===== src/rtl/sha1_pkg.sv =====
package sha1_pkg;

  localparam int WORD_W    = 32;
  localparam int N_ROUNDS  = 80;
  localparam int WIN_WORDS = 16;
  localparam int ROUND_W   = $clog2(N_ROUNDS + 1);

  typedef logic [WORD_W-1:0] word_t;

  typedef struct packed {
    word_t a;
    word_t b;
    word_t c;
    word_t d;
    word_t e;
  } hstate_t;

  typedef enum logic [1:0] {
    ST_IDLE  = 2'd0,
    ST_LOAD  = 2'd1,
    ST_ROUND = 2'd2,
    ST_FIN   = 2'd3
  } phase_t;

  localparam hstate_t SHA1_IV = '{
    a: 32'h67452301,
    b: 32'hEFCDAB89,
    c: 32'h98BADCFE,
    d: 32'h10325476,
    e: 32'hC3D2E1F0
  };

  function automatic word_t rotl(input word_t x, input int n);
    return (x << n) | (x >> (WORD_W - n));
  endfunction

  function automatic word_t round_k(input logic [ROUND_W-1:0] t);
    if (t < ROUND_W'(20))      return 32'h5A827999;
    else if (t < ROUND_W'(40)) return 32'h6ED9EBA1;
    else if (t < ROUND_W'(60)) return 32'h8F1BBCDC;
    else                       return 32'hCA62C1D6;
  endfunction

  function automatic word_t round_f(input logic [ROUND_W-1:0] t,
                                    input word_t b, input word_t c, input word_t d);
    if (t < ROUND_W'(20))      return (b & c) | (~b & d);
    else if (t < ROUND_W'(40)) return b ^ c ^ d;
    else if (t < ROUND_W'(60)) return (b & c) | (b & d) | (c & d);
    else                       return b ^ c ^ d;
  endfunction

endpackage


===== src/rtl/sha1_ctrl.sv =====
module sha1_ctrl
  import sha1_pkg::*;
#(
  parameter int ROUNDS = N_ROUNDS
) (
  input  logic               clk,
  input  logic               rst_n,
  input  logic               start_i,
  output logic               accept_o,
  output logic               load_o,
  output logic               round_o,
  output logic               fin_o,
  output logic               ready_o,
  output logic               valid_o,
  output logic [ROUND_W-1:0] rnd_o
);

  localparam logic [ROUND_W-1:0] LAST_RND = ROUND_W'(ROUNDS - 1);

  phase_t             phase_q, phase_d;
  logic [ROUND_W-1:0] rnd_q, rnd_d;
  logic               valid_q, valid_d;

  assign ready_o  = (phase_q == ST_IDLE);
  assign accept_o = ready_o && start_i;
  assign load_o   = (phase_q == ST_LOAD);
  assign round_o  = (phase_q == ST_ROUND);
  assign fin_o    = (phase_q == ST_FIN);
  assign valid_o  = valid_q;
  assign rnd_o    = rnd_q;

  always_comb begin
    phase_d = phase_q;
    rnd_d   = rnd_q;
    valid_d = valid_q;
    unique case (phase_q)
      ST_IDLE: begin
        if (start_i) begin
          phase_d = ST_LOAD;
          valid_d = 1'b0;
        end
      end
      ST_LOAD: begin
        phase_d = ST_ROUND;
        rnd_d   = '0;
      end
      ST_ROUND: begin
        rnd_d = rnd_q + ROUND_W'(1);
        if (rnd_q == LAST_RND) phase_d = ST_FIN;
      end
      ST_FIN: begin
        phase_d = ST_IDLE;
        valid_d = 1'b1;
      end
      default: phase_d = ST_IDLE;
    endcase
  end

  always_ff @(posedge clk or negedge rst_n) begin
    if (!rst_n) begin
      phase_q <= ST_IDLE;
      rnd_q   <= '0;
      valid_q <= 1'b0;
    end else begin
      phase_q <= phase_d;
      rnd_q   <= rnd_d;
      valid_q <= valid_d;
    end
  end

endmodule


===== src/rtl/sha1_sched.sv =====
module sha1_sched
  import sha1_pkg::*;
#(
  parameter int WORDS = WIN_WORDS,
  parameter int WW    = WORD_W
) (
  input  logic              clk,
  input  logic              rst_n,
  input  logic              load_i,
  input  logic              shift_i,
  input  logic [WORDS*WW-1:0] block_i,
  output logic [WW-1:0]     cur_o
);

  localparam int TAP_A = WORDS - 3;
  localparam int TAP_B = WORDS - 8;
  localparam int TAP_C = WORDS - 14;
  localparam int TAP_D = 0;

  logic [WW-1:0] win_q [WORDS];
  logic [WW-1:0] fresh;

  assign fresh = rotl(win_q[TAP_A] ^ win_q[TAP_B] ^ win_q[TAP_C] ^ win_q[TAP_D], 1);
  assign cur_o = win_q[0];

  for (genvar i = 0; i < WORDS; i++) begin : g_slot
    logic [WW-1:0] slot_d;
    logic [WW-1:0] upstream;

    if (i == WORDS - 1) begin : g_tail
      assign upstream = fresh;
    end else begin : g_body
      assign upstream = win_q[i+1];
    end

    always_comb begin
      slot_d = win_q[i];
      if (load_i)       slot_d = block_i[(WORDS-1-i)*WW +: WW];
      else if (shift_i) slot_d = upstream;
    end

    always_ff @(posedge clk or negedge rst_n) begin
      if (!rst_n) win_q[i] <= '0;
      else        win_q[i] <= slot_d;
    end
  end

endmodule


===== src/rtl/sha1_round.sv =====
module sha1_round
  import sha1_pkg::*;
(
  input  hstate_t            cur_i,
  input  word_t              w_i,
  input  logic [ROUND_W-1:0] t_i,
  output hstate_t            nxt_o
);

  word_t temp;

  always_comb begin
    temp = rotl(cur_i.a, 5) + round_f(t_i, cur_i.b, cur_i.c, cur_i.d)
         + cur_i.e + round_k(t_i) + w_i;
    nxt_o.a = temp;
    nxt_o.b = cur_i.a;
    nxt_o.c = rotl(cur_i.b, 30);
    nxt_o.d = cur_i.c;
    nxt_o.e = cur_i.d;
  end

endmodule


===== src/rtl/sha1_iter_core.sv =====
module sha1_iter_core
  import sha1_pkg::*;
#(
  parameter int ROUNDS = N_ROUNDS
) (
  input  logic         clk,
  input  logic         rst_n,
  input  logic         init_i,
  input  logic         next_i,
  input  logic [511:0] block_i,
  output logic         ready_o,
  output logic [159:0] digest_o,
  output logic         digest_valid_o
);

  logic               accept, load_en, round_en, fin_en;
  logic [ROUND_W-1:0] rnd;
  word_t              w_cur;
  hstate_t            chain_q, chain_d;
  hstate_t            work_q, work_d;
  hstate_t            work_nxt;

  sha1_ctrl #(.ROUNDS(ROUNDS)) u_ctrl (
    .clk     (clk),
    .rst_n   (rst_n),
    .start_i (init_i | next_i),
    .accept_o(accept),
    .load_o  (load_en),
    .round_o (round_en),
    .fin_o   (fin_en),
    .ready_o (ready_o),
    .valid_o (digest_valid_o),
    .rnd_o   (rnd)
  );

  sha1_sched #(.WORDS(WIN_WORDS), .WW(WORD_W)) u_sched (
    .clk    (clk),
    .rst_n  (rst_n),
    .load_i (accept),
    .shift_i(round_en),
    .block_i(block_i),
    .cur_o  (w_cur)
  );

  sha1_round u_round (
    .cur_i(work_q),
    .w_i  (w_cur),
    .t_i  (rnd),
    .nxt_o(work_nxt)
  );

  always_comb begin
    chain_d = chain_q;
    if (accept && init_i) begin
      chain_d = SHA1_IV;
    end else if (fin_en) begin
      chain_d.a = chain_q.a + work_q.a;
      chain_d.b = chain_q.b + work_q.b;
      chain_d.c = chain_q.c + work_q.c;
      chain_d.d = chain_q.d + work_q.d;
      chain_d.e = chain_q.e + work_q.e;
    end
  end

  always_comb begin
    work_d = work_q;
    if (load_en)       work_d = chain_q;
    else if (round_en) work_d = work_nxt;
  end

  always_ff @(posedge clk or negedge rst_n) begin
    if (!rst_n) begin
      chain_q <= '0;
      work_q  <= '0;
    end else begin
      chain_q <= chain_d;
      work_q  <= work_d;
    end
  end

  assign digest_o = chain_q;

endmodule


===== config.mk =====
export PLATFORM = sky130hd
export DESIGN_NAME = sha1_iter_core
export DESIGN_NICKNAME = d
export VERILOG_FILES = /design/src/rtl/sha1_pkg.sv /design/src/rtl/sha1_ctrl.sv /design/src/rtl/sha1_sched.sv /design/src/rtl/sha1_round.sv /design/src/rtl/sha1_iter_core.sv
export SDC_FILE = /design/constraint.sdc
export NUM_CORES = 2
export LEC_CHECK = 0
export ABC_AREA = 1
export BUFFER_PORTS_ARGS = -buffer_cell sky130_fd_sc_hd__buf_2
export CAP_MARGIN = 30
export CORE_MARGIN = 3
export CORE_UTILIZATION = 50
export DETAILED_ROUTE_END_ITERATION = 8
export MAX_ROUTING_LAYER = met4
export PLACE_DENSITY = 0.7
export SYNTH_ARGS = -nofsm -noshare
export SYNTH_HDL_FRONTEND = slang
export SYNTH_SLANG_ARGS = --single-unit

===== constraint.sdc =====
create_clock -name clk -period 5.56 [get_ports clk]
set_clock_uncertainty 0.15 [all_clocks]
set_input_delay 1.112 -clock clk [delete_from_list [all_inputs] [get_ports clk]]
set_output_delay 1.112 -clock clk [all_outputs]
set_load 0.01 [all_outputs]

==> flow_summary_export.csv <==
group,metric,value,unit
timing,post-route-period-util,0.934,
floorplanning,die_w,335,µm
setup_path,end_kind,"flip-flop",
placement,pre_cts_ws,344,ps
route,drt_wl_total,244,mm
floorplanning,die_area,0.112,mm²
power_and_ir_drop,swShare,0.235,
timing,slew_headroom,0.284,
route,first_pass_iters,7,
grt,grt_pass1_wl,348,mm
setup_path,worstPathMaxFanout,15,
timing,fmaxAchievable,0.193,GHz
floorplanning,design.portCount,678,
cells_and_area,drive_above_1_share,0.127,
clock_tree,clock_latency,720,ps
clock_tree,postCtsSetupRepairBufs,0,
route,antenna_left,0,
route,drc,0,
synthesis,synth_area,0.0540,mm²
route,wl_per_cell,26.3,µm
synthesis,syn_nets,8055,
grt,grt_antenna_before_repair,81,
synthesis,synth_ff_type,"dfrtp_1",
power_and_ir_drop,cellLeakagePower,32.1,nW
power_and_ir_drop,power.switching,0.00314,W
grt,grt_util_all_layers,0.438,
route,vias,54813,
clock_tree,hold_buffers,0,
grt,grt-ovfl-total,0,
timing,whs,308,ps
synthesis,async_flop_share,1.00,
floorplanning,die_y,335,µm
power_and_ir_drop,clkPwrFrac,0.514,
timing,worst_pin_slew,1070,ps
run,max_cap_violations,0,
clock_tree,cts_resized,0,
synthesis,synth_top_area_frac,0.390,
floorplanning,initial_core_util,0.509,
setup_path,cp_data_arrival_time,5620,ps
placement,io_buffer_count,677,
placement,gp_congestion,1.08,
synthesis,synth_area_leader_cell,"dfrtp_1",
clock_tree,clockBufferDepth,3,
status,outcome,"complete, no violations",
setup_path,crit_type,"flip-flop to flip-flop",
clock_tree,cts-htree-levels,3,
setup_path,start_kind,"flip-flop",
setup_path,critical_path_required,5990,ps
floorplanning,fp-row-count,119,
synthesis,yosysWarnings,0,
power_and_ir_drop,peakVddDrop,253,µV
synthesis,synth-seq-area-share,0.390,
synthesis,synth-edff-count,0,
synthesis,syn_inst,7216,
grt,grt_max_degree,219,
synthesis,synth_area_leaders,"dfrtp_1, o21ai_0, inv_1",
power_and_ir_drop,p_seq_frac,0.458,
grt,grt_pass1_vias,51683,
min_path,worstHoldPathType,"input port to asynchronous set/reset pin",
timing,drv_slew,0,
synthesis,synth.avg_cell_area,7.48,µm²
route,drt-initial-drc-count,6604,
synthesis,yosys.cell_types.count,51,
floorplanning,core,0.106,mm²
timing,setup-violations-final,0,
timing,post-route-min-period,5190,ps
power_and_ir_drop,p_total,0.0134,W
synthesis,ys_ff_latch,842,
clock_tree,clk_pin_slew_worst_paths,60,ps
timing,hold_viol,0,
route,viasPerCell,5.90,
timing,setup_tns,0,ps
clock_tree,cts_buffers,97,
placement,hpwl,193,mm
power_and_ir_drop,p_comb_frac,0.028,
power_and_ir_drop,power_density,215,mW/mm²
power_and_ir_drop,p_int,0.0102,W
clock_tree,cts_tree,"built",
timing,rsz0062_at_grt,"no",
clock_tree,clock-root-buffer,"clkbuf_16",
cells_and_area,final_nets,8589,
clock_tree,clock-sinks,842,
cells_and_area,syn_to_final_growth,15.5,%
cells_and_area,post-route-util,0.587,
timing,timing.final.ws_setup,367,ps
cells in the final DEF (no fill, tap or decap), drive strengths merged, types with 132 or more instances in the layout:
cell type / instances
a21oi: 382
inv: 1219
clkbuf: 132
dfrtp: 842
o21ai: 1903
nand2: 1018
nand3: 261
buf: 777
ha: 198
nor2: 441
layout make-up:
type	count	area, µm²
inverters	1214	4570
clock inverters	46	574
fillers	10051	43800
diodes	76	190
multi-input cells	4818	27000
clock buffers	132	2800
repair buffers	777	4420
flip-flops and latches	842	21100
well taps	1391	1740
registers in the layout, indices dropped and copies added, names as in the netlist:
signal and cells:
u_sched.cur_o 32, u_sched.g_slot.upstream 480, u_ctrl.valid_o 1, digest_o 160, u_ctrl.rnd_o 7, work_q 160, u_ctrl.phase_q 2
critical path, stage by stage, from the launching register on:
cell     delay [ps]
dfrtp_1         450
nor2_1          160
nand3_2         200
inv_1           430
o21ai_0         160
a21oi_1         150
nor2_1          110
fa_1            450
fa_1            490
inv_1            50
fa_1            480
inv_1            50
ha_1            460
nand2_1         140
nor2_1          350
nand2_1         160
or2_2           330
nand4_1          80
nand3_1          80
nand2_1          60
nand2_1          50
power by group through the flow:
stage                     sequential, W  clock (W)  combinational (W)
after floorplan                 0.00624          0        0.000000425
after global placement          0.00624          0           0.000372
after detailed placement        0.00624          0           0.000371
after CTS                       0.00613    0.00689           0.000372
after global routing            0.00612    0.00714           0.000402
final                           0.00613    0.00688           0.000372
metal layers:
metal / GRT usage / up-vias / share of wire
met5: - / - / 0
met3: 0.0962 / 716 / 0.097
met4: 0.285 / 0 / 0.078
met1: 0.542 / 26240 / 0.38
li1: - / 24851 / -
met2: 0.650 / 3006 / 0.44
cells by family (layout without fill, tap and decap cells):
family,count (synthesis),after routing,share of synthesized area
other,0,76,0
AOI/OAI and AO/OA,2490,2490,0.241
DFF,842,842,0.390
adders and majority gates,323,323,0.0922
xor gates and xnor gates,149,149,0.0242
and+or+nand+nor,1856,1856,0.142
buffers and inverters,1556,2169,0.111
stage by stage:
step | instance area (µm²) | cells
4_1_cts | 62200 | 9220
3_3_place_gp | 58800 | 9041
5_1_grt | 62300 | 9291
6_report | 62400 | 9296
3_5_place_dp | 58800 | 9042
2_1_floorplan | 54000 | 7216
synth_stat cells (42+ instances only):
| cell type | n |
|---|---|
| clkbuf_1 | 244 |
| nor2_1 | 438 |
| o21ai_0 | 1775 |
| dfrtp_1 | 842 |
| nand3_1 | 259 |
| nand2_1 | 1014 |
| nand4_1 | 42 |
| a21oi_1 | 382 |
| buf_2 | 76 |
| xnor2_1 | 106 |
| o21ai_1 | 125 |
| fa_1 | 125 |
| ha_1 | 198 |
| o22ai_1 | 60 |
| inv_1 | 1207 |
| xor2_1 | 43 |
worst paths after layout:
| check | startpoint | end | slack (ps) | cells past startpoint |
|---|---|---|---|---|
| worst max-delay path | u_ctrl.rnd_o[5] | work_q[151] | 370 | 20 |
| worst min-delay path | rst_n | digest_o[156] | 310 | 1 |
| worst max register to register | u_ctrl.rnd_o[5] | work_q[151] | 370 | 20 |
| worst min register to register | u_ctrl.rnd_o[0] | u_ctrl.rnd_o[0] | 360 | 1 |
| max in group asynchronous | rst_n | u_sched.g_slot[11].upstream[28] | 3630 | 2 |
| min in group clk | u_ctrl.rnd_o[0] | u_ctrl.rnd_o[0] | 360 | 1 |
No activity file was read; power rests on OpenSTA's default activity.
